===== src/rtl/cpx_ctrl_pkg.sv =====
package cpx_ctrl_pkg;

  localparam int unsigned DATA_W    = 32;
  localparam int unsigned SEL_CPEN  = 0;
  localparam int unsigned SEL_FCTL  = 1;
  localparam int unsigned SEL_FSTAT = 2;

  localparam logic [DATA_W-1:0] MASK_FCTL  = 32'hFFFF_F07F;
  localparam logic [DATA_W-1:0] MASK_FSTAT = 32'hFFFF_FF80;

  typedef enum logic [1:0] {
    RND_NEAR = 2'd0,
    RND_ZERO = 2'd1,
    RND_POS  = 2'd2,
    RND_NEG  = 2'd3
  } rnd_e;

  // one-hot positions on the rounding output
  localparam int unsigned RND_OH_W = 4;

endpackage


===== src/rtl/cpx_regfile.sv =====
module cpx_regfile
  import cpx_ctrl_pkg::*;
#(
  parameter int unsigned SEL_W  = 3,
  parameter int unsigned NUM_CP = 8
) (
  input  logic              clk_i,
  input  logic              rst_ni,
  input  logic              wr_en_i,
  input  logic [SEL_W-1:0]  wr_sel_i,
  input  logic [DATA_W-1:0] wr_data_i,
  input  logic [SEL_W-1:0]  rd_sel_i,
  output logic [DATA_W-1:0] rd_data_o,
  output logic [NUM_CP-1:0] cpen_o,
  output logic [1:0]        rnd_o,
  output logic              cpen_wr_o
);

  localparam int unsigned NREG = 2 ** SEL_W;
  localparam logic [DATA_W-1:0] MASK_CPEN = DATA_W'((64'd1 << NUM_CP) - 64'd1);

  logic [DATA_W-1:0] mask  [NREG];
  logic [DATA_W-1:0] reg_q [NREG];

  for (genvar g = 0; g < NREG; g++) begin : g_mask
    if (g == SEL_CPEN) begin : g_cpen
      assign mask[g] = MASK_CPEN;
    end else if (g == SEL_FCTL) begin : g_fctl
      assign mask[g] = MASK_FCTL;
    end else if (g == SEL_FSTAT) begin : g_fstat
      assign mask[g] = MASK_FSTAT;
    end else begin : g_plain
      assign mask[g] = '1;
    end
  end

  always_ff @(posedge clk_i or negedge rst_ni) begin
    if (!rst_ni) begin
      for (int i = 0; i < NREG; i++) reg_q[i] <= '0;
    end else if (wr_en_i) begin
      for (int i = 0; i < NREG; i++) begin
        if (wr_sel_i == SEL_W'(i)) reg_q[i] <= wr_data_i & mask[i];
      end
    end
  end

  assign rd_data_o = reg_q[rd_sel_i];
  assign cpen_o    = reg_q[SEL_CPEN][NUM_CP-1:0];
  assign rnd_o     = reg_q[SEL_FCTL][1:0];
  assign cpen_wr_o = wr_en_i && (wr_sel_i == SEL_W'(SEL_CPEN));

endmodule


===== src/rtl/cpx_round_dec.sv =====
module cpx_round_dec
  import cpx_ctrl_pkg::*;
(
  input  logic [1:0]          rnd_i,
  output logic [RND_OH_W-1:0] oh_o
);

  rnd_e mode;
  assign mode = rnd_e'(rnd_i);

  always_comb begin
    oh_o = '0;
    unique case (mode)
      RND_NEAR: oh_o[0] = 1'b1;
      RND_ZERO: oh_o[1] = 1'b1;
      RND_POS:  oh_o[2] = 1'b1;
      RND_NEG:  oh_o[3] = 1'b1;
      default:  oh_o    = '0;
    endcase
  end

endmodule


===== src/rtl/cpx_gate.sv =====
module cpx_gate #(
  parameter int unsigned NUM_CP   = 8,
  parameter int unsigned CP_W     = 3,
  parameter int unsigned CAUSE_W  = 6,
  parameter int unsigned EXC_BASE = 32,
  parameter bit          COPRO_EN = 1'b1
) (
  input  logic [NUM_CP-1:0]  cpen_i,
  input  logic               issue_i,
  input  logic [CP_W-1:0]    issue_cp_i,
  output logic               ok_o,
  output logic               exc_o,
  output logic [CAUSE_W-1:0] cause_o
);

  logic bit_set;

  if (COPRO_EN) begin : g_check
    assign bit_set = cpen_i[issue_cp_i];
  end else begin : g_open
    assign bit_set = 1'b1;
  end

  assign ok_o    = issue_i && bit_set;
  assign exc_o   = issue_i && !bit_set;
  assign cause_o = exc_o ? (CAUSE_W'(EXC_BASE) + CAUSE_W'(issue_cp_i)) : '0;

endmodule


===== src/rtl/cpx_ctrl.sv =====
module cpx_ctrl
  import cpx_ctrl_pkg::*;
#(
  parameter int unsigned SEL_W    = 3,
  parameter int unsigned NUM_CP   = 8,
  parameter int unsigned CP_W     = $clog2(NUM_CP),
  parameter int unsigned CAUSE_W  = 6,
  parameter int unsigned EXC_BASE = 32,
  parameter bit          COPRO_EN = 1'b1
) (
  input  logic                clk_i,
  input  logic                rst_ni,
  input  logic                wr_en_i,
  input  logic [SEL_W-1:0]    wr_sel_i,
  input  logic [31:0]         wr_data_i,
  input  logic [SEL_W-1:0]    rd_sel_i,
  output logic [31:0]         rd_data_o,
  output logic [NUM_CP-1:0]   cp_enable_o,
  output logic [3:0]          round_mode_o,
  output logic                resync_o,
  input  logic                issue_i,
  input  logic [CP_W-1:0]     issue_cp_i,
  output logic                issue_ok_o,
  output logic                exc_o,
  output logic [CAUSE_W-1:0]  exc_cause_o
);

  logic [1:0] rnd;
  logic       cpen_wr;
  logic       resync_q;

  cpx_regfile #(
    .SEL_W  (SEL_W),
    .NUM_CP (NUM_CP)
  ) i_regfile (
    .clk_i     (clk_i),
    .rst_ni    (rst_ni),
    .wr_en_i   (wr_en_i),
    .wr_sel_i  (wr_sel_i),
    .wr_data_i (wr_data_i),
    .rd_sel_i  (rd_sel_i),
    .rd_data_o (rd_data_o),
    .cpen_o    (cp_enable_o),
    .rnd_o     (rnd),
    .cpen_wr_o (cpen_wr)
  );

  cpx_round_dec i_round_dec (
    .rnd_i (rnd),
    .oh_o  (round_mode_o)
  );

  cpx_gate #(
    .NUM_CP   (NUM_CP),
    .CP_W     (CP_W),
    .CAUSE_W  (CAUSE_W),
    .EXC_BASE (EXC_BASE),
    .COPRO_EN (COPRO_EN)
  ) i_gate (
    .cpen_i     (cp_enable_o),
    .issue_i    (issue_i),
    .issue_cp_i (issue_cp_i),
    .ok_o       (issue_ok_o),
    .exc_o      (exc_o),
    .cause_o    (exc_cause_o)
  );

  // front end flushes decode when the mask changes
  always_ff @(posedge clk_i or negedge rst_ni) begin
    if (!rst_ni) resync_q <= 1'b0;
    else         resync_q <= cpen_wr;
  end

  assign resync_o = resync_q;

endmodule


===== config.mk =====
export PLATFORM = sky130hd
export DESIGN_NAME = cpx_ctrl
export DESIGN_NICKNAME = d
export VERILOG_FILES = /design/src/rtl/cpx_ctrl_pkg.sv /design/src/rtl/cpx_regfile.sv /design/src/rtl/cpx_round_dec.sv /design/src/rtl/cpx_gate.sv /design/src/rtl/cpx_ctrl.sv
export SDC_FILE = /design/constraint.sdc
export NUM_CORES = 1
export LEC_CHECK = 0
export BUFFER_PORTS_ARGS = -buffer_cell sky130_fd_sc_hd__buf_2
export CAP_MARGIN = 40
export CELL_PAD_IN_SITES_DETAIL_PLACEMENT = 1
export CELL_PAD_IN_SITES_GLOBAL_PLACEMENT = 1
export CORE_MARGIN = 5
export CORE_UTILIZATION = 30
export CTS_BUF_LIST = sky130_fd_sc_hd__clkbuf_16
export CTS_CLUSTER_DIAMETER = 40
export DETAILED_ROUTE_END_ITERATION = 10
export GPL_TIMING_DRIVEN = 0
export HOLD_SLACK_MARGIN = 0.05
export PLACE_DENSITY_LB_ADDON = 0.2
export SLEW_MARGIN = 20
export SYNTH_ARGS = -nofsm -noshare
export SYNTH_HDL_FRONTEND = slang
export SYNTH_HIERARCHICAL = 1
export SYNTH_SLANG_ARGS = --single-unit

===== constraint.sdc =====
create_clock -name clk_i -period 1.7 [get_ports clk_i]
set_input_delay 0.17 -clock clk_i [delete_from_list [all_inputs] [get_ports clk_i]]
set_output_delay 0.17 -clock clk_i [all_outputs]
set_load 0.1 [all_outputs]

-- Word level (Yosys, flattened, before mapping)
Index checks and enable logic that the tools add are counted.
- add/subtract/negate cells: 1
- $lt $le $gt $ge: 2
- equality and inequality tests: 10
- multiplexer cells: 10
- bitwise logic cells: 1
- reductions and logical operators: 14
- operator list (operator ; count):
    32-bit binary-select mux with 3-bit select ; 1
    32-bit two-way mux ; 2
    2-bit AND reduction ; 8
    3-bit equality test, second input constant ; 4
    6-bit by 3-bit adder with 6-bit output, first input constant ; 1
    3-bit by 2-bit equality test with 1-bit output, second input constant ; 2
    6-bit two-way mux ; 1
    1-bit two-way mux ; 5
    2-bit equality test, second input constant ; 2
    4-bit >= comparator, second input constant ; 1
    3-bit by 4-bit less-than comparator with 1-bit output, second input constant ; 1
    3-bit inverter with 4-bit output ; 1
    1-bit binary-select mux with 3-bit select ; 1
    3-bit by 1-bit equality test with 1-bit output, second input constant ; 1
    1-bit logical AND ; 3
    3-bit zero test ; 1
    2-bit by 1-bit equality test with 1-bit output, second input constant ; 1
    2-bit zero test ; 1
    1-bit zero test ; 1
- flip-flop bits (word level): 221
- input port bits: 45
- output and inout bits: 53
- logic and storage cells: 47

-- Depth between registers and ports, before layout
Gate-level depths: netlist (run 1).
- depth in word-level cells: 5
- depth in mapped cells: 6
- mapped depth without buffers: 3

-- Cells and area by module
Netlist (run 1), hierarchy kept.
- modules (own cells, without submodules) (module ; instances ; cells an instance ; area each (µm²) ; sequential area each (µm²)):
    cpx_regfile ; 1 ; 691 ; 10069.7 ; 5505.3
    cpx_gate ; 1 ; 21 ; 167.7 ; 0.0
    cpx_round_dec ; 1 ; 4 ; 26.3 ; 0.0
    cpx_ctrl ; 1 ; 1 ; 25.0 ; 25.0

-- Least setup slack after synthesis (run 1)
OpenSTA, ideal clock, no wires.
- path kind: register to output
- start point: reg i_regfile.reg_q (netlist bit i_regfile/cpen_o[5])
- end point: out exc_cause_o[5]
- data arrival time: 3869 ps
- required time: 1530 ps
- path slack: -2339 ps
- stages on the path, launching flop included: 6
- buffers on the path: 2
- path through: dfrtp_1 -> buf_4 -> mux2_4 -> a2bb2oi_4 -> a21boi_0 -> buf_4
- longest elaborated chain between the ends: 5
- RTL lines (item ; RTL line ; RTL):
    from (decl) ; cpx_regfile.sv:23 ; logic [DATA_W-1:0] reg_q [NREG];
    from (signal, indexed assignment) ; cpx_regfile.sv:42 ; if (wr_sel_i == SEL_W'(i)) reg_q[i] <= wr_data_i & mask[i];
    1-bit binary-select mux with 3-bit select ; cpx_gate.sv:19 ; assign bit_set = cpen_i[issue_cp_i];
    1-bit two-way mux (implied by the code) ; cpx_gate.sv:19 ;
    1-bit zero test ; cpx_gate.sv:25 ; assign exc_o = issue_i && !bit_set;
    1-bit logical AND ; cpx_gate.sv:25 ;
    named net exc_o ; cpx_ctrl.sv:24 ; output logic exc_o,
    6-bit two-way mux ; cpx_gate.sv:26 ; assign cause_o = exc_o ? (CAUSE_W'(EXC_BASE) + CAUSE_W'(issue_cp_i)) : '0;
    to (decl) ; cpx_ctrl.sv:25 ; output logic [CAUSE_W-1:0] exc_cause_o
The timed path passes the listed nets, and every way through them passes these cells. The select of a mux whose other input is x is not followed.

-- Worst setup path after layout (run 1)
- start point: reg i_regfile.reg_q (netlist bit i_regfile/cpen_o[5])
- end point: out exc_cause_o[5]
- longest elaborated chain between the ends: 5
- RTL lines (item ; RTL line):
    1-bit binary-select mux with 3-bit select ; cpx_gate.sv:19
    1-bit two-way mux (implied by the code) ; cpx_gate.sv:19
    1-bit zero test ; cpx_gate.sv:25
    1-bit logical AND ; cpx_gate.sv:25
    6-bit two-way mux ; cpx_gate.sv:26
No other way between the ends. The select of a mux whose other input is x is not followed.

==> metrics, run 1 <==
Flop pwr share=32.1%; clock tree buffer depth=3; final worst slack=-0.475 ns; CP Capture Type=output pin; Setup CP Type=reg -> out; async set-reset flop share out of synthesis=100%; htree depth=2; Area Overhead vs Synth=45.8%; max-cap check violation count=0; Comb pwr share=27.0%; vias in the first global route=7754; clock sink total=221; WP data required=1.53 ns; Starting Density=30.5%; Pwr Density=1470 nW/um^2; placer congestion estimate=0.707; critical path cell sequence=buf_12 -> mux2_4 -> a2bb2oi_4 -> a21boi_4 -> buf_12 -> buf_12; pre-CTS setup slack=-0.757 ns; GRT overflow=0; final routed DRC violation total=0; Synth Flop Type=dfrtp_1; clock latency on the worst-skew pair=0.51 ns; worst-margin pin slew=0.711 ns; Netlist cell types=37; CP Buf/Inv Count=3; Util after Layout=44.5%; DIE AREA=38100 sq um; largest net degree at the start of global routing=91; type of origin of the critical path=flop; max-slew violations=0; FMAX=460 MHz; Finished Cell Area=15000 sq um; Worst-path clk slew=0.05 ns; cell area after synthesis=10300 sq um; Overall Global Routing Usage=15.9%; slowest cell on the critical path=dfrtp_1; first-pass GRT wire length=47600 um; slew margin rel.=52.6%; Worst Min Path Start=wr_sel_i[0]; DRT Pass-1 Iters=4; VDD IR-drop max=0.836 mV; # IOs=98; die height=195 um; Gate Count Post-Synth=717; Sw Share=31.3%; clock skew=0 ns; Hold Crit Depth=2; Worst Hold Class=in -> reg; routed len/inst=21.9 um; share of layout cells above drive strength 1=59.7%; antenna viol nets, final=0; 1st-iter DRT viols=149; RSZ-0062 raised after global routing=yes; static leakage=0.00645 uW; Int Power=15200 uW; Worst Setup SP=i_regfile/cpen_o[5]; FP Rows=67; dpl hpwl=19300 um; warnings from Yosys=6; WHS=0.0749 ns; initial antenna violation count=1; Final period util=128%; Worst Reg-to-Reg Cells=3; Buffers on Ports=91; syn_area_per_cell=14.3 sq um; violated checks=negative setup slack; crit path DAT=2.00 ns; Via Count=6780; root buffer cell=clkbuf_16; total wire length=30100 um; die width=195 um; Clock power frac=40.9%; sequential area share after synthesis=53.8%; setup_tns=-6.82 ns; Via-to-Cell Ratio=4.93; core area=33700 sq um; number of synthesized flops with an enable pin=0; reg2reg start=i_regfile/cpen_o[5]; WP depth=6; CTS tree=yes; crit-path max cell delay=0.40 ns; total CTS buffers=43; critical path's top delay family=buffers and inverters; Final Hold Viols=0; #FFs+latches synth=221; Antenna Cells=0; min cycle time layout=2.17 ns; switching power=6900 uW; Layout Nets=938; Worst path most repeated cell=buf_12; setup violators final=35; outcome=finished with violations; crit path max fanout=5; DP Area=12000 sq um
==> sequential cells by signal, summed over array words and instances, names as in the netlist <==
name / cells
i_regfile/rnd_o: 2
i_regfile/cpen_o: 8
resync_o: 1
i_regfile/reg_q: 210
==> per-stage QoR <==
step	total power, uW	instances
5_1_grt	23000	1376
3_5_place_dp	12100	1259
2_1_floorplan	11100	718
3_3_place_gp	12000	1257
6_report	22100	1376
4_1_cts	22300	1374
==> metal layers <==
| metal | up-vias | GRT usage, % | share of wire (%) |
|---|---|---|---|
| met1 | 3560 | 21.1 | 45 |
| met3 | 56 | 2.86 | 3.4 |
| met5 | - | 0 | 0.066 |
| met4 | 2 | 4.29 | 2.2 |
| met2 | 107 | 26.8 | 49 |
| li1 | 3055 | - | - |
==> power by group through the flow <==
| stage | sequential [uW] | combinational [uW] | clock (uW) |
|---|---|---|---|
| finish | 7090 | 5960 | 9010 |
| global route | 7220 | 6300 | 9520 |
| CTS | 7080 | 5970 | 9250 |
| detailed placement | 7090 | 5010 | 0 |
| global placement | 7040 | 4920 | 0 |
| floorplan | 6910 | 4160 | 0 |
==> timing repair <==
action                     4_1_cts  5_1_grt
hold endpoints to repair       305        0
hold buffers                    34        0
gates resized for setup        245       11
pin swaps                        8        3
gates cloned                     0        0
setup endpoints to repair       42       39
buffers inserted                 1        2
==> layout make-up <==
cell class,instances,area [sq um]
flip-flops and latches,221,5530
clock inverters,36,447
repair buffers,130,1450
fillers,3335,18700
multi-input cells,433,5370
clock buffers,44,1100
well taps,448,561
plain buffers,64,546
==> cells in the final DEF (no fill, tap or decap), types with 3 or more instances in the layout <==
cell type	count
nand3_1	7
clkbuf_2	5
buf_4	24
o21ai_1	6
mux2i_2	5
dfrtp_1	221
clkbuf_4	4
buf_8	4
o221ai_4	4
buf_12	39
clkbuf_16	44
nand4b_1	3
a221oi_4	41
nand2_4	3
mux2_2	220
nand2_1	5
bufinv_16	9
clkbuf_8	5
clkinvlp_4	7
inv_6	4
clkinv_1	6
dlygate4sd3_1	34
clkinv_2	5
a22oi_1	7
buf_6	12
o21a_2	7
nor2b_1	4
mux2i_1	68
buf_2	64
mux2_4	25
==> Yosys cell counts, types with 2 or more instances <==
cell,n,area [sq um]
nand2_1,9,33.8
a22oi_1,7,52.6
nand4b_1,3,26.3
a21oi_1,2,10.0
buf_2,20,100
dfrtp_1,221,5530
clkbuf_1,13,48.8
o21a_1,7,52.6
o21ai_0,7,35.0
nor2_1,3,11.3
mux2_2,244,2750
nor2b_1,6,37.5
buf_4,24,180
nand3_1,7,35.0
a221oi_1,42,368
buf_6,4,45.0
buf_1,2,7.51
o221ai_1,4,35.0
mux2i_1,74,741
==> path summary, 6_finish.rpt <==
| path | end | slack [ns] |
|---|---|---|
| max | exc_cause_o[5] | -0.47 |
| min | resync_o | 0.07 |
| max reg2reg | i_regfile/cpen_o[5] | 0.69 |
| min reg2reg | i_regfile/reg_q[98] | 0.48 |
| max in group asynchronous | i_regfile/reg_q[8] | 0.48 |
| min in group asynchronous | i_regfile/reg_q[29] | 0.27 |
==> kinds of logic after synthesis <==
group | Yosys count | synth area share (%)
mux | 320 | 34.2
buf+inv | 64 | 3.78
flops | 221 | 53.8
other cells | 1 | 0.0364
compound gates | 72 | 5.83
simple gates | 39 | 2.44
No activity file was read; power rests on OpenSTA's default activity.
==> run 2: changes to the inputs <==
PLACE_DENSITY_LB_ADDON = 0.1   (was 0.2)
==> metrics, run 2 (synthesis gave the netlist of run 1 again) <==
Buffers on Ports=91 (unchanged); Finished Cell Area=15000 sq um (about the same); FP Rows=67 (unchanged); CTS tree=yes (unchanged); Layout Nets=947 (was 938); count of non-filler cells in the finished layout=1384 (was 1376); Hold Crit Depth=3 (was 2); DP Area=12000 sq um (unchanged); worst-margin pin slew=0.672 ns (was 0.711 ns); setup violators final=33 (was 35); final worst slack=-0.461 ns (was -0.475 ns); Worst Hold Class=in -> reg (unchanged); clock tree buffer depth=3 (unchanged); initial antenna violation count=0 (was 1); die width=195 um (unchanged); FMAX=463 MHz (was 460 MHz); DRT Pass-1 Iters=4 (unchanged); dpl hpwl=20800 um (was 19300 um); max-slew violations=0 (unchanged); GRT overflow=0 (unchanged); total CTS buffers=44 (was 43); max reg flops=210 (unchanged); outcome=finished with violations (unchanged); Final period util=127% (was 128%); RSZ-0062 raised after global routing=yes (unchanged); share of layout cells above drive strength 1=58.8% (was 59.7%); routed len/inst=23.1 um (was 21.9 um); crit path DAT=1.99 ns (was 2.00 ns); first-pass GRT wire length=49700 um (was 47600 um); Inst Count DP=1259 (unchanged); final routed DRC violation total=0 (unchanged); most frequent cells in the layout=mux2_2, dfrtp_1, mux2i_1 (was dfrtp_1, mux2_2, mux2i_1); clock sink total=221 (unchanged); Worst-path clk slew=0.05 ns (about the same); WP data required=1.53 ns (about the same); min cycle time layout=2.16 ns (was 2.17 ns); DIE AREA=38100 sq um (unchanged); clock latency on the worst-skew pair=0.51 ns (about the same); violated checks=negative setup slack (unchanged); most flop-heavy register=i_regfile/reg_q (unchanged); 1st-iter DRT viols=176 (was 149); r2r endpoint=i_regfile/reg_q[105] (was i_regfile/cpen_o[5]); max-cap check violation count=0 (unchanged); crit path max fanout=5 (unchanged); total wire length=32000 um (was 30100 um); Hold Path Sink=resync_o (unchanged); CP Capture Type=output pin (unchanged); setup_tns=-6.95 ns (was -6.82 ns); Area Overhead vs Synth=45.7% (was 45.8%); largest net degree at the start of global routing=99 (was 91); root buffer cell=clkbuf_16 (unchanged); Worst Min Path Start=wr_en_i (was wr_sel_i[0]); Overall Global Routing Usage=16.8% (was 15.9%); Pwr Density=1440 nW/um^2 (was 1470 nW/um^2); reg2reg start=i_regfile/reg_q[105] (was i_regfile/cpen_o[5]); antenna viol nets, final=0 (unchanged); # IOs=98 (unchanged); worst reg2reg setup slack=0.69 ns (about the same); vias in the first global route=8046 (was 7754); Worst Reg-to-Reg Cells=3 (unchanged); placer congestion estimate=0.735 (was 0.707); VDD IR-drop max=0.664 mV (was 0.836 mV); Antenna Cells=0 (unchanged); Setup CP Type=reg -> out (unchanged); core area=33700 sq um (unchanged); Starting Density=30.5% (unchanged); Final Hold Viols=0 (unchanged); slew margin rel.=55.2% (was 52.6%); Via Count=6882 (was 6780); htree depth=2 (unchanged); static leakage=0.00647 uW (was 0.00645 uW); die height=195 um (unchanged); clock skew=0 ns (unchanged); type of origin of the critical path=flop (unchanged); Via-to-Cell Ratio=4.97 (was 4.93)
-- run 2: routing by layer --
metal	routed length, um	vias to the layer above	global-route usage [%]
li1	-	3071	-
met1	14300	3643	22.0
met2	16100	117	29.0
met3	969	51	2.76
met4	630	0	4.11
met5	0	-	0
-- run 2: how the worst max path moves through the flow --
stage,startpoint,to
finish,i_regfile/cpen_o[5],exc_cause_o[5]
global route,i_regfile/cpen_o[7],exc_cause_o[2]
CTS,i_regfile/cpen_o[5],exc_cause_o[5]
detailed placement,rd_sel_i[1],rd_data_o[7]
global placement,rst_ni,i_regfile/cpen_o[3]
floorplan,i_regfile/cpen_o[5],exc_cause_o[5]
-- run 2: cell type report --
type                    instances  area (sq um)
multi-input cells             433          5390
clock inverters                35           318
clock buffers                  45          1130
well taps                     448           561
repair buffers                138          1530
fillers                      3320         18700
plain buffers                  64           548
flip-flops and latches        221          5530
-- run 2: critical path, cell delays in order (launching register included) --
cell	delay, ns
dfrtp_1	0.40
buf_12	0.13
mux2_4	0.27
a2bb2oi_4	0.18
a21boi_4	0.20
buf_12	0.12
buf_12	0.16
-- run 2: through the flow --
step                      util, %  hold WS [ns]  power [uW]  setup WS, ns
after floorplan                 -        -0.126       11100        -0.407
after global placement       35.4         0.469       11900         -3.34
after detailed placement     35.6         0.120       12200        -0.846
after CTS                    44.0        0.0632       21700        -0.494
after global routing         44.5        0.0814       22600        -0.529
final                        44.5        0.0874       21600        -0.461
-- run 2: power breakdown --
| group | total, uW | switching (uW) | internal [uW] |
|---|---|---|---|
| clock network | 8360 | 2710 | 5650 |
| logic | 6100 | 3410 | 2690 |
| registers | 7110 | 678 | 6440 |
-- run 2: what timing repair did --
action,4_1_cts,5_1_grt
buffers inserted,5,6
hold buffers,34,0
resized for setup,237,27
setup endpoints to repair,42,39
pin swaps,10,5
endpoints found under the hold margin,344,0
==> run 3: changes to the inputs <==
CTS_BUF_LIST = sky130_fd_sc_hd__clkbuf_8   (was sky130_fd_sc_hd__clkbuf_16)
==> metrics, run 3 (synthesis gave the netlist of run 1 again) <==
clock sink total=221 (unchanged); worst reg2reg setup slack=0.70 ns (was 0.69 ns); Tot Pwr=19600 uW (was 21600 uW); r2r endpoint=i_regfile/reg_q[105] (unchanged); WP depth=6 (unchanged); crit path DAT=2.02 ns (was 1.99 ns); Final Hold Viols=0 (unchanged); DIE AREA=38100 sq um (unchanged); final worst slack=-0.488 ns (was -0.461 ns); 1st-iter DRT viols=224 (was 176); critical path cell sequence=buf_12 -> mux2_4 -> a2bb2oi_4 -> a21boi_4 -> buf_12 -> buf_12 (unchanged); root buffer cell=clkbuf_8 (was clkbuf_16); placer congestion estimate=0.735 (unchanged); slowest cell on the critical path=dfrtp_1 (unchanged); Antenna Cells=0 (unchanged); flip-flop and latch area=5530 sq um (unchanged); setup violators final=38 (was 33); critical path's top delay family=buffers and inverters (unchanged); pre-CTS setup slack=-0.846 ns (unchanged); htree depth=2 (unchanged); GRT overflow=0 (unchanged); FP Rows=67 (unchanged); DP Area=12000 sq um (unchanged); min cycle time layout=2.19 ns (was 2.16 ns); CTS tree=yes (unchanged); Worst Setup SP=i_regfile/cpen_o[5] (unchanged); final routed DRC violation total=0 (unchanged); die width=195 um (unchanged); Critical Path Sink=exc_cause_o[5] (unchanged); gr busiest metal=met2 (unchanged); Worst Hold Class=in -> async (was in -> reg); core area=33700 sq um (unchanged); die height=195 um (unchanged); CP Buf/Inv Count=3 (unchanged); FMAX=457 MHz (was 463 MHz); static leakage=0.00638 uW (was 0.00647 uW); Starting Density=30.5% (unchanged); clock skew=0 ns (unchanged); reg2reg start=i_regfile/reg_q[105] (unchanged); Setup CP Type=reg -> out (unchanged); initial antenna violation count=0 (unchanged); Area Overhead vs Synth=42.9% (was 45.7%); violated checks=negative setup slack (unchanged); Util after Layout=43.6% (was 44.5%); Worst Reg-to-Reg Cells=3 (unchanged); Worst-path clk slew=0.05 ns (about the same); max-slew violations=0 (unchanged); # IOs=98 (unchanged); M3 GR Usage=2.55% (was 2.76%); FILL cells=3358 (was 3320); largest net degree at the start of global routing=99 (unchanged); outcome=finished with violations (unchanged); Layout Nets=955 (was 947); most frequent cells in the layout=mux2_2, dfrtp_1, clkbuf_8, mux2i_1, buf_2 (was mux2_2, dfrtp_1, mux2i_1); antenna viol nets, final=0 (unchanged); VDD IR-drop max=0.539 mV (was 0.664 mV); met2 Track Usage GR=28.2% (was 29.0%); Overall Global Routing Usage=16.6% (was 16.8%); Pwr Density=1330 nW/um^2 (was 1440 nW/um^2); total wire length=32000 um (about the same); Buffers on Ports=91 (unchanged); first-pass GRT wire length=49300 um (was 49700 um); Worst path most repeated cell=buf_12 (unchanged); share of layout cells above drive strength 1=59.7% (was 58.8%); WP data required=1.53 ns (about the same); DRT Pass-1 Iters=4 (unchanged); max-cap check violation count=0 (unchanged); clock latency on the worst-skew pair=0.55 ns (was 0.51 ns); slew margin rel.=49.9% (was 55.2%); routed len/inst=23.0 um (was 23.1 um); max reg flops=210 (unchanged); dpl hpwl=20800 um (unchanged); Via Count=6873 (was 6882); CP Capture Type=output pin (unchanged); type of origin of the critical path=flop (unchanged); area occupied by multi-input gates=5400 sq um (was 5390 sq um); Finished Cell Area=14700 sq um (was 15000 sq um); grt met1 use=22.4% (was 22.0%); Final period util=129% (was 127%); most flop-heavy register=i_regfile/reg_q (unchanged); crit path max fanout=5 (unchanged); WHS=0.126 ns (was 0.0874 ns); vias in the first global route=7984 (was 8046); Via-to-Cell Ratio=4.93 (was 4.97); worst-margin pin slew=0.752 ns (was 0.672 ns); crit-path max cell delay=0.40 ns (about the same); total CTS buffers=49 (was 44); RSZ-0062 raised after global routing=yes (unchanged); clock tree buffer depth=3 (unchanged)
[run 3: changes by cell type in the layout (fill, tap and decap cells not counted), sizes merged]
cell	previous run	this run
clkinvlp	3	1
inv	8	12
clkinv	18	2
clkbuf	60	88
buf	153	149
dlygate4sd3	34	36
bufinv	6	3
[run 3: per-stage QoR]
step / TNS [ns] / instances
after floorplan: -3.84 / 718
after global placement: -752.38 / 1257
after detailed placement: -22.82 / 1259
after CTS: -10.80 / 1385
after global routing: -10.83 / 1393
final: -8.02 / 1393
[run 3: worst min path at each step]
stage / to / slack, ns
floorplan: i_regfile/cpen_o[0] / -0.13
global placement: i_regfile/reg_q[98] / 0.47
detailed placement: i_regfile/reg_q[29] / 0.12
CTS: i_regfile/reg_q[29] / 0.12
global route: i_regfile/reg_q[127] / 0.15
finish: i_regfile/reg_q[29] / 0.13
[run 3: power breakdown]
| part | internal [uW] | total, uW | switching (uW) |
|---|---|---|---|
| logic | 2710 | 6110 | 3410 |
| clock network | 3960 | 6370 | 2410 |
| registers | 6430 | 7110 | 678 |
| total | 13100 | 19600 | 6490 |
[run 3: repair_timing]
action,4_1_cts,5_1_grt
pin swaps,7,3
hold endpoints to repair,388,0
gates resized for setup,210,58
endpoints found under the setup margin,43,95
buffers inserted,4,7
hold buffers,36,0
[run 3: layout make-up]
class	instances	area share (%)
sequential	221	37.6
multi-input combinational	433	36.7
timing repair buffer	141	10.8
clock buffer	68	6.37
tap	448	3.81
buffer	64	3.63
clock inverter	18	1.04
[run 3: layer usage]
metal | part of all wire (%) | routed length (um)
met1 | 46 | 14700
met2 | 49 | 15800
met3 | 2.7 | 878
met4 | 1.9 | 621
met5 | 0 | 0
